`config.mk`:
```
export PLATFORM = sky130hd
export DESIGN_NAME = aux_preemph
export DESIGN_NICKNAME = d
export VERILOG_FILES = /design/src/rtl/aux_preemph_pkg.sv /design/src/rtl/aux_preemph_sat.sv /design/src/rtl/aux_preemph_scale.sv /design/src/rtl/aux_preemph_iir.sv /design/src/rtl/aux_preemph.sv
export SDC_FILE = /design/constraint.sdc
export NUM_CORES = 2
export LEC_CHECK = 0
export ABC_AREA = 0
export CORE_UTILIZATION = 35
export DETAILED_ROUTE_END_ITERATION = 8
export PLACE_DENSITY = 0.49
export RECOVER_POWER = 100
export SYNTH_ARGS = -nofsm -noshare
export SYNTH_HDL_FRONTEND = slang
export SYNTH_SLANG_ARGS = --single-unit
```
`constraint.sdc`:
```
create_clock -name clk -period 25.6 [get_ports clk]
set_input_delay 5.12 -clock clk [delete_from_list [all_inputs] [get_ports clk]]
set_output_delay 5.12 -clock clk [all_outputs]
set_load 0.02 [all_outputs]
```
`src/rtl/aux_preemph_pkg.sv`:
```
// Package: shared mode encoding and fixed coefficient sets for the
// auxiliary-channel preemphasis filter. The coefficients are computed
// offline for a 48 kHz sample rate, in signed Q2.14 format.
package aux_preemph_pkg;

    typedef enum logic [1:0] {
        MODE_OFF  = 2'b00,
        MODE_50US = 2'b01,
        MODE_75US = 2'b10,
        MODE_RSVD = 2'b11
    } pe_mode_e;

    localparam int COEF_W    = 16;
    localparam int COEF_FRAC = 14;

    // Each coefficient set: feedforward b0, b1 and feedback f (f = -a1).
    typedef struct packed {
        logic [COEF_W-1:0] b0;
        logic [COEF_W-1:0] b1;
        logic [COEF_W-1:0] fb;
    } coef_set_t;

    // Returns the coefficient set for a mode. The off modes get zeros.
    function automatic coef_set_t coef_for(pe_mode_e m);
        coef_set_t c;
        case (m)
            MODE_50US: begin
                c.b0 = 16'(31249);
                c.b1 = 16'(-20599);
                c.fb = 16'(5734);
            end
            MODE_75US: begin
                c.b0 = 16'(30403);
                c.b1 = 16'(-23030);
                c.fb = 16'(9011);
            end
            default: begin
                c.b0 = '0;
                c.b1 = '0;
                c.fb = '0;
            end
        endcase
        return c;
    endfunction

    // True for modes that run the filter; reserved behaves as off.
    function automatic logic is_filtering(pe_mode_e m);
        return (m == MODE_50US) || (m == MODE_75US);
    endfunction

endpackage

```
`src/rtl/aux_preemph_sat.sv`:
```
// Saturator: narrows a wide signed value to OUT_W bits, clamping to the
// largest or smallest representable code instead of wrapping.
// Assumes IN_W > OUT_W. Purely combinational.
module aux_preemph_sat #(
    parameter int IN_W  = 34,
    parameter int OUT_W = 16
) (
    input  logic [IN_W-1:0]  din,
    output logic [OUT_W-1:0] dout
);
    localparam int TOP_W = IN_W - OUT_W + 1;

    logic [TOP_W-1:0] top_bits;
    logic             fits;

    assign top_bits = din[IN_W-1:OUT_W-1];

    // The value fits when all discarded bits equal the sign bit.
    assign fits = (top_bits == {TOP_W{1'b0}}) || (top_bits == {TOP_W{1'b1}});

    // Select a pass-through or a clamp to the positive or negative limit.
    always_comb begin
        if (fits)
            dout = din[OUT_W-1:0];
        else if (din[IN_W-1])
            dout = {1'b1, {(OUT_W-1){1'b0}}};
        else
            dout = {1'b0, {(OUT_W-1){1'b1}}};
    end

endmodule

```
`src/rtl/aux_preemph_scale.sv`:
```
// Stage 1: registers each accepted sample pair. It scales the right sample
// by GAIN / 2**GAIN_FRAC (about -3 dB) with a floor, and captures the left
// sample and the mode unchanged. Assumes GAIN < 2**GAIN_FRAC, so the
// result always fits in DATA_W bits.
module aux_preemph_scale #(
    parameter int DATA_W    = 16,
    parameter int GAIN_W    = 16,
    parameter int GAIN      = 23170,
    parameter int GAIN_FRAC = 15
) (
    input  logic              clk,
    input  logic              rst_n,
    input  logic              v_in,
    input  logic [DATA_W-1:0] x_left,
    input  logic [DATA_W-1:0] x_right,
    input  logic [1:0]        mode_in,
    output logic              v_out,
    output logic [DATA_W-1:0] left_out,
    output logic [DATA_W-1:0] s_out,
    output logic [1:0]        mode_out
);
    localparam int PROD_W = DATA_W + GAIN_W + 1;
    localparam logic [GAIN_W:0] GAIN_V = (GAIN_W+1)'(GAIN);

    logic signed [PROD_W-1:0] prod;
    logic signed [PROD_W-1:0] prod_sh;
    logic                     unused_prod;

    assign prod    = $signed(x_right) * $signed(GAIN_V);
    assign prod_sh = prod >>> GAIN_FRAC;
    assign unused_prod = ^prod_sh[PROD_W-1:DATA_W];

    // Strobe pipeline: one cycle of delay for the valid flag.
    always_ff @(posedge clk) begin
        if (!rst_n) v_out <= 1'b0;
        else        v_out <= v_in;
    end

    // Data capture: load scaled right, raw left and mode on each strobe.
    always_ff @(posedge clk) begin
        if (!rst_n) begin
            left_out <= '0;
            s_out    <= '0;
            mode_out <= 2'b00;
        end else if (v_in) begin
            left_out <= x_left;
            s_out    <= prod_sh[DATA_W-1:0];
            mode_out <= mode_in;
        end
    end

    // the scaled value keeps the sign of the input (a floor of a
    // negative value stays negative).

    scale_sign_chk: assert property (@(posedge clk) disable iff (!rst_n)
        v_in |=> (s_out[DATA_W-1] == $past(x_right[DATA_W-1])));

endmodule

```
`src/rtl/aux_preemph_iir.sv`:
```
// Stage 2: first-order shelving IIR with a saturating output.
// y = sat((b0*s + b1*s1 + f*y1) >>> COEF_FRAC) in the filtering modes, and
// y = s in the off modes. History (s1, y1) is treated as zero for a sample
// whose mode differs from the previous sample's mode. Assumes the
// coefficients come from aux_preemph_pkg.
module aux_preemph_iir
    import aux_preemph_pkg::*;
#(
    parameter int DATA_W = 16
) (
    input  logic              clk,
    input  logic              rst_n,
    input  logic              v_in,
    input  logic [DATA_W-1:0] s_in,
    input  logic [1:0]        mode_in,
    output logic              v_out,
    output logic [DATA_W-1:0] y_out
);
    localparam int PROD_W = DATA_W + COEF_W;
    localparam int ACC_W  = PROD_W + 2;
    localparam int SH_W   = ACC_W - COEF_FRAC;
    localparam logic signed [DATA_W-1:0] MAXV = {1'b0, {(DATA_W-1){1'b1}}};
    localparam logic signed [DATA_W-1:0] MINV = {1'b1, {(DATA_W-1){1'b0}}};

    pe_mode_e           cur_mode;
    coef_set_t          coefs;
    logic               filt;
    logic               clr;
    logic [1:0]         last_mode;
    logic [DATA_W-1:0]  s1_q, y1_q;
    logic [DATA_W-1:0]  s1_use, y1_use;
    logic signed [PROD_W-1:0] p0, p1, p2;
    logic signed [ACC_W-1:0]  acc;
    logic [DATA_W-1:0]  y_lim;
    logic [DATA_W-1:0]  y_sel;
    logic               unused_frac;

    assign cur_mode = pe_mode_e'(mode_in);
    assign coefs    = coef_for(cur_mode);
    assign filt     = is_filtering(cur_mode);
    assign clr      = (mode_in != last_mode);

    // Select history: zero on a mode change.
    always_comb begin
        s1_use = clr ? '0 : s1_q;
        y1_use = clr ? '0 : y1_q;
    end

    assign p0 = $signed(s_in)   * $signed(coefs.b0);
    assign p1 = $signed(s1_use) * $signed(coefs.b1);
    assign p2 = $signed(y1_use) * $signed(coefs.fb);

    assign acc = $signed({{2{p0[PROD_W-1]}}, p0})
               + $signed({{2{p1[PROD_W-1]}}, p1})
               + $signed({{2{p2[PROD_W-1]}}, p2});

    assign unused_frac = ^acc[COEF_FRAC-1:0];

    aux_preemph_sat #(
        .IN_W  (SH_W),
        .OUT_W (DATA_W)
    ) u_sat (
        .din  (acc[ACC_W-1:COEF_FRAC]),
        .dout (y_lim)
    );

    // Output select: the limited filter result, or the scaled pass-through.
    assign y_sel = filt ? y_lim : s_in;

    // Strobe pipeline: second cycle of delay for the valid flag.
    always_ff @(posedge clk) begin
        if (!rst_n) v_out <= 1'b0;
        else        v_out <= v_in;
    end

    // Result and history update on each strobe.
    always_ff @(posedge clk) begin
        if (!rst_n) begin
            y_out     <= '0;
            s1_q      <= '0;
            y1_q      <= '0;
            last_mode <= 2'b00;
        end else if (v_in) begin
            y_out     <= y_sel;
            s1_q      <= s_in;
            y1_q      <= y_sel;
            last_mode <= mode_in;
        end
    end

    // a positive overshoot clamps to the maximum code.

    clip_pos_chk: assert property (@(posedge clk) disable iff (!rst_n)
        (v_in && filt && !acc[ACC_W-1] && (acc[ACC_W-1:COEF_FRAC] > SH_W'(MAXV)))
        |=> ($signed(y_out) == MAXV));

    // a negative overshoot clamps to the minimum code.

    clip_neg_chk: assert property (@(posedge clk) disable iff (!rst_n)
        (v_in && filt && acc[ACC_W-1] &&
         ($signed(acc[ACC_W-1:COEF_FRAC]) < $signed({{(SH_W-DATA_W){1'b1}}, MINV})))
        |=> ($signed(y_out) == MINV));

    // the off modes pass the scaled sample straight through.

    off_pass_chk: assert property (@(posedge clk) disable iff (!rst_n)
        (v_in && !filt) |=> (y_out == $past(s_in)));

    // after a strobe, the stored mode equals that sample's mode.

    mode_track_chk: assert property (@(posedge clk) disable iff (!rst_n)
        v_in |=> (last_mode == $past(mode_in)));

endmodule

```
`src/rtl/aux_preemph.sv`:
```
// Top: auxiliary-channel preemphasis. The right channel is scaled by about
// -3 dB, filtered by the selected shelving IIR and limited; the left
// channel is delayed to match. The latency is two cycles from in_valid to
// out_valid. Assumes at most one strobe per cycle, which is always true.
module aux_preemph #(
    parameter int DATA_W = 16
) (
    input  logic              clk,
    input  logic              rst_n,
    input  logic              in_valid,
    input  logic [DATA_W-1:0] in_left,
    input  logic [DATA_W-1:0] in_right,
    input  logic [1:0]        mode,
    output logic              out_valid,
    output logic [DATA_W-1:0] out_left,
    output logic [DATA_W-1:0] out_right
);
    logic              st1_valid;
    logic [DATA_W-1:0] st1_left;
    logic [DATA_W-1:0] st1_scaled;
    logic [1:0]        st1_mode;

    aux_preemph_scale #(
        .DATA_W    (DATA_W),
        .GAIN_W    (16),
        .GAIN      (23170),
        .GAIN_FRAC (15)
    ) u_scale (
        .clk      (clk),
        .rst_n    (rst_n),
        .v_in     (in_valid),
        .x_left   (in_left),
        .x_right  (in_right),
        .mode_in  (mode),
        .v_out    (st1_valid),
        .left_out (st1_left),
        .s_out    (st1_scaled),
        .mode_out (st1_mode)
    );

    aux_preemph_iir #(
        .DATA_W (DATA_W)
    ) u_iir (
        .clk     (clk),
        .rst_n   (rst_n),
        .v_in    (st1_valid),
        .s_in    (st1_scaled),
        .mode_in (st1_mode),
        .v_out   (out_valid),
        .y_out   (out_right)
    );

    // Left alignment register: matches the second pipeline stage.
    always_ff @(posedge clk) begin
        if (!rst_n)         out_left <= '0;
        else if (st1_valid) out_left <= st1_left;
    end


    latency_chk: assert property (@(posedge clk) disable iff (!rst_n)
        in_valid |=> ##1 out_valid);


    no_spurious_chk: assert property (@(posedge clk) disable iff (!rst_n)
        out_valid |-> $past(in_valid, 2));


    left_pass_chk: assert property (@(posedge clk) disable iff (!rst_n)
        out_valid |-> (out_left == $past(in_left, 2)));

endmodule

```
* Yosys cells after proc, flatten, opt, wreduce, memory -nomap -nowiden
Cells that the tools add are included.
** Operators by class
- Add/subtract/negate cells :: 2
- Multiply operators :: 4
- Eq/ne operators :: 4
- Mux-type cells :: 6
- Reductions and logical operators :: 3
** Operator list (number)
- multiplier 16 x 16 -> 32 bit :: 3
- one-hot mux 47 bit (2 select lines) :: 1
- two-way mux 16 bit :: 5
- adder 33 x 32 -> 34 bit :: 1
- adder 32 x 32 -> 33 bit :: 1
- multiplier 16 x 15 -> 30 bit, second input constant :: 1
- == test 5 bit, second input constant :: 1
- zero test 5 bit :: 1
- == test 2 x 1 -> 1 bit, second input constant :: 1
- == test 2 bit, second input constant :: 1
- logical OR 1 bit :: 2
- inequality test 2 bit :: 1
** Storage, ports and cells
- Register bits after elaboration :: 86
- Output and inout bits :: 33
- Logic and storage cells :: 28

* Logic depth before layout (Yosys ltp)
- Depth after elaboration :: 9
- Gate-level depth with buffers :: 36

* By module
From an unflattened synthesis, not the netlist that was laid out.
** Second synthesis, totals
- Cells, all modules :: 2805
- Area, all modules :: 28622.5 µm²
** By module, submodules not included
- aux_preemph_iir :: instances 1, cells an instance 2183, area each 22559.1 µm², sequential area each 700.7 µm²
- aux_preemph_scale :: instances 1, cells an instance 511, area each 4977.3 µm², sequential area each 700.7 µm²
- aux_preemph :: instances 1, cells an instance 51, area each 615.6 µm², sequential area each 320.3 µm²
- aux_preemph_sat :: instances 1, cells an instance 60, area each 470.5 µm², sequential area each 0.0 µm²

* Worst setup path after synthesis
No wires, ideal clock.
- Path kind :: input -> register
- Start :: input port in_right[6]
- End :: register u_scale.s_out[14]
- Arrival :: 9.573 ns
- Setup slack :: 15.962 ns
- Stages :: 19
- Path buffers :: 0
- Cell sequence :: ha_1 inv_1 fa_1 fa_1 inv_1 fa_1 fa_1 ha_1 ha_1 o21a_1 o21a_1 o22ai_1 nor4_1 o21ai_1 a211oi_1 o32ai_1 xnor2_1 mux2i_1 nor2b_1
** On the way
- Word-level cells in the longest chain between the ends :: 1
** Ends and longest elaborated chain
- from (decl) :: line aux_preemph.sv:12 : input logic [DATA_W-1:0] in_right,
- multiplier 16 x 15 -> 30 bit :: line aux_preemph_scale.sv:29 : assign prod = $signed(x_right) * $signed(GAIN_V);
- to (signal assigned) :: line aux_preemph_scale.sv:47 : s_out <= prod_sh[DATA_W-1:0];
- to (decl) :: line aux_preemph_scale.sv:19 : output logic [DATA_W-1:0] s_out,
No other way between the ends.
A chain may end at the register's enable or synchronous reset.

* Worst setup path in the final report
- Start :: register u_scale.mode_out[0]
- End :: register u_iir.y1_q[13]
** On the way
- Word-level cells in the longest chain between the ends :: 9
** Ends and longest elaborated chain
- from (decl) :: line aux_preemph_scale.sv:20 : output logic [1:0] mode_out
- from (signal assigned) :: line aux_preemph_scale.sv:48 : mode_out <= mode_in;
- == test 2 bit, or another cell as far along :: line aux_preemph_pkg.sv:26, aux_preemph_pkg.sv:48
- one-hot mux 47 bit (2 select lines) or two-way mux 16 bit (tied branches) :: line aux_preemph_pkg.sv:26, aux_preemph_iir.sv:45
- multiplier 16 x 16 -> 32 bit (on tied branches) :: line aux_preemph_iir.sv:49, aux_preemph_iir.sv:50
- adder 32 x 32 -> 33 bit :: line aux_preemph_iir.sv:54 : + $signed({{2{p1[PROD_W-1]}}, p1})
- adder 33 x 32 -> 34 bit :: line aux_preemph_iir.sv:55 : + $signed({{2{p2[PROD_W-1]}}, p2});
- == test 5 bit or zero test 5 bit (tied branches) :: line aux_preemph_sat.sv:19 : assign fits = (top_bits == {TOP_W{1'b0}}) || (top_bits == {TOP_W{1'b1}});
- logical OR 1 bit :: line aux_preemph_sat.sv:19
- two-way mux 16 bit :: line aux_preemph_sat.sv:23 : if (fits)
- two-way mux 16 bit (*) :: line aux_preemph_iir.sv:68 : assign y_sel = filt ? y_lim : s_in;
- to (signal assigned) :: line aux_preemph_iir.sv:86 : y1_q <= y_sel;
- to (decl) :: line aux_preemph_iir.sv:30 : logic [DATA_W-1:0] s1_q, y1_q;
Every way passes the cells marked *; elsewhere a longest branch is shown, timed or not.

==> impl_metrics.py <==
metrics = {
    "outcome": {
        "status": "finished with violations",
        "violations": "max-capacitance violations, max-slew violations",
    },
    "floorplanning": {
        "core-area_mm2": 0.0793,
        "ios": 70,
        "die-width_um": 285,
        "die_h_um": 285,
        "fp-row-count": 103,
        "dieArea_mm2": 0.0815,
        "initial_core_util_pct": 35.5,
    },
    "critical_path": {
        "slowest_stage": "clkbuf_1",
        "worstPathMaxFanout": 28,
        "crit_type": "reg2reg",
        "startpoint_type": "register",
        "r2r_setup_slack_ns": 13.16,
        "arrival_ns": 12.75,
        "slowest_delay_ns": 1.39,
        "critPathCaptureType": "register",
        "path_common_cell": "fa_1",
        "reg2regPathDepth": 31,
        "worstPathRequired_ns": 25.91,
    },
    "synthesis": {
        "ys_ff_latch": 86,
        "synth_xor_area_share_pct": 1.92,
        "synth_cell_types": 65,
        "synth-main-ff-cell": "dfxtp_1",
        "ys_warn_count": 0,
        "yosys.area_share.simple_pct": 6.31,
        "synth-seq-area-share_pct": 6.12,
        "synth-compound-area-share_pct": 3.94,
        "synth_top_area_share_pct": 46.6,
        "synth_top_cell_by_area": "fa_1",
        "synth_fa_ha_area_share_pct": 67.2,
        "muxShareOfSynthArea_pct": 2.24,
        "ys_async_sr_fraction_pct": 0,
        "synth.area.top_cells": "fa_1 (47%), ha_1 (21%), inv_1 (12%), dfxtp_1 (6.1%), mux2i_1 (2.2%)",
        "avgSynthCellArea_um2": 10.3,
        "synth_nets": 3876,
        "synth_top_family_by_area": "adder cells",
        "synth_edf_count": 0,
        "syn_area_mm2": 0.0281,
        "synth_cells": 2722,
    },
    "placement": {
        "detailed_place_hpwl_mm": 71.3,
        "io_buffers": 69,
        "gp_congestion": 0.958,
        "post-place-ws_ns": 14.67,
        "post_dp_cell_area_mm2": 0.0300,
    },
    "route": {
        "final_antenna_net_count": 0,
        "vias_per_cell": 4.67,
        "wl_per_cell_um": 20.2,
        "routed.top_layer": "met4",
        "drt_wl_total_mm": 77.4,
        "met2_length_mm": 37.7,
        "dr_wl_met3_mm": 2.84,
        "first_pass_iters": 5,
        "drcViolationCount": 0,
        "drt-initial-drc-count": 779,
        "via_count": 17900,
        "drt-met1-wl_mm": 34.6,
    },
    "clock_network": {
        "ctsLongestPathBuffers": 2,
        "clk_pin_slew_ns": 0.08,
        "root_buffer": "clkbuf_16",
        "post_cts_resized": 0,
        "post-cts-setup-buffers": 0,
        "htree_levels": 3,
        "cts_hold_buffers": 0,
        "cts_tree": "built",
        "clock_sinks": 86,
        "clk_latency_ns": 0.38,
        "cts_made_buffers": 9,
    },
    "global_routing": {
        "grt_max_degree": 73,
        "grt_antenna_before_repair": 2,
        "grt_pass1_wl_mm": 123,
        "grt_overflow": 0,
        "grt_usage_pct": 20.1,
        "grt_pass1_vias": 20800,
    },
    "layout": {
        "area_delta_synth_final_pct": 7.71,
        "diodes": 0,
        "final_area_mm2": 0.0303,
        "drive_gt1_share_pct": 1.84,
        "final-seq-area_mm2": 0.00172,
        "multi_input_area_mm2": 0.0229,
        "fillers": 7933,
        "fin_nets": 3927,
    },
    "power_and_ir_drop": {
        "p_per_area_mw_per_mm2": 58.7,
        "p_total_w": 0.00178,
        "ir_worst_vdd_uv": 45.0,
        "leakage_nw": 17.5,
    },
    "timing": {
        "hold_viol_final": 0,
        "slew_viol_final": 102,
        "fin_crit_sh_pct": 48.6,
        "max_freq_ghz": 0.0804,
        "maxSlewHeadroom_pct": -88.4,
        "tns_ns": 0,
        "skew_ns": 0.0136,
        "period_minus_slack_ns": 12.44,
        "tightest_slew_ns": 2.83,
        "rsz0062_at_grt": "false",
        "setup_viol": 0,
        "fin_ws_ns": 13.16,
    },
    "job": {
        "max-cap-violations": 2,
    },
    "worst_hold_path": {
        "hold_class": "reg2reg",
        "hold-path-cell-count": 2,
    },
}
-- cell families (layout without fill, tap and decap cells) --
logic type / Yosys count / after routing
AO/OA/AOI/OAI: 151 / 151
XOR/XNOR: 60 / 60
adder cells (fa/ha/maj): 1117 / 1117
buffers and inverters: 910 / 966
flip-flops: 86 / 86
multiplexers: 63 / 63
AND/OR/NAND/NOR: 335 / 335
-- sequential cells by signal, indices dropped and copies added, names as in the netlist --
name and flops:
out_left 16, u_iir.s1_q 16, u_iir.y1_q 16, u_scale.left_out 16, u_scale.s_out 16, u_iir.last_mode 2, u_scale.mode_out 2, u_iir.v_out 1
u_scale.v_out 1
-- metal layers --
| metal | vias to the layer above | GRT usage, % |
|---|---|---|
| met5 | - | 0 |
| met4 | 0 | 5.88 |
| met3 | 103 | 1.71 |
| met2 | 345 | 34.2 |
| met1 | 9182 | 27.3 |
| li1 | 8240 | - |
-- path summary, 6_finish.rpt --
| check | from | end |
|---|---|---|
| worst max-delay path | u_scale.mode_out[0]$_SDFFE_PN0P_ | u_iir.y1_q[13]$_SDFFE_PN0P_ |
| worst min-delay path | out_left[5]$_SDFFE_PN0P_ | out_left[5]$_SDFFE_PN0P_ |
| worst max register to register | u_scale.mode_out[0]$_SDFFE_PN0P_ | u_iir.y1_q[13]$_SDFFE_PN0P_ |
| worst min register to register | out_left[5]$_SDFFE_PN0P_ | out_left[5]$_SDFFE_PN0P_ |
-- cells in the final DEF, fill, tap and decap left out, drive strengths merged, types with 4 or more instances in the layout --
| cell type | synthesis | layout |
|---|---|---|
| xnor2 | 34 | 34 |
| nand2 | 112 | 112 |
| a21oi | 42 | 42 |
| nor3 | 5 | 5 |
| o21bai | 4 | 4 |
| nand2b | 25 | 25 |
| fa | 655 | 655 |
| a211oi | 6 | 6 |
| o211ai | 20 | 20 |
| mux2i | 63 | 63 |
| inv | 866 | 871 |
| clkbuf | 35 | 13 |
| nor2b | 67 | 67 |
| and2 | 47 | 47 |
| dfxtp | 86 | 86 |
| xor2 | 26 | 26 |
| clkdlybuf4s50 | 0 | 33 |
| o21a | 5 | 5 |
| nor2 | 24 | 24 |
| and3 | 24 | 24 |
| nand4 | 7 | 7 |
| a32o | 14 | 14 |
| ha | 462 | 462 |
| o21ai | 14 | 14 |
| dlygate4sd3 | 1 | 34 |
| a21o | 22 | 22 |
| buf | 8 | 14 |
| nand3 | 8 | 8 |
-- final cells by class --
class,count,share of cell area (%)
inverters,866,10.7
well taps,1050,4.34
flip-flops and latches,86,5.69
clock inverters,6,0.169
multi-input cells,1726,75.7
repair buffers,84,2.58
clock buffers,10,0.756
-- cell usage after synthesis, types with 2 or more instances --
library cell	n
inv_1	866
or2_2	3
o31ai_1	2
clkbuf_1	35
and3_1	23
buf_1	3
xnor2_1	32
buf_6	3
mux2i_1	63
xnor2_2	2
dfxtp_1	86
nand3_1	8
fa_1	655
o21ai_0	8
xor2_1	26
nor2b_1	67
a211oi_1	6
and2_1	47
nor4_1	2
o32ai_1	2
o211ai_1	20
a211o_1	3
nor2_1	23
a21o_1	22
ha_1	462
nand2b_1	25
a32o_1	14
or3_1	2
nor3_1	5
nand4_1	7
o21a_1	4
a21oi_1	40
o21ai_1	6
nand4b_1	3
nand2_1	112
o22ai_1	2
nand3b_1	2
o21bai_1	3
a21oi_2	2
-- power breakdown --
group / switching (W) / internal [W] / leakage [nW] / total, W
combinational: 0.000835 / 0.000621 / 16.6 / 0.00146
clock: 0.0000634 / 0.0000676 / 0.135 / 0.000131
sequential: 0.0000399 / 0.000152 / 0.703 / 0.000192
total: 0.000939 / 0.000841 / 17.5 / 0.00178
-- worst max-delay path, delay by kind of cell (launching register included) --
kind	cells	cell delay, ns
AND/OR/NAND/NOR	5	1.21
adder cells (fa/ha/maj)	11	5.38
flip-flops	1	0.44
buffers and inverters	9	2.49
AO/OA/AOI/OAI	6	2.82
-- metrics by stage --
step	utilization [%]	cells	hold WS (ns)
2_1_floorplan	-	2722	0.482
3_3_place_gp	37.9	3812	0.495
3_5_place_dp	37.9	3812	0.502
4_1_cts	38.2	3828	0.524
5_1_grt	38.2	3828	0.547
6_report	38.2	3828	0.511
Power figures use the tool's default switching activity.
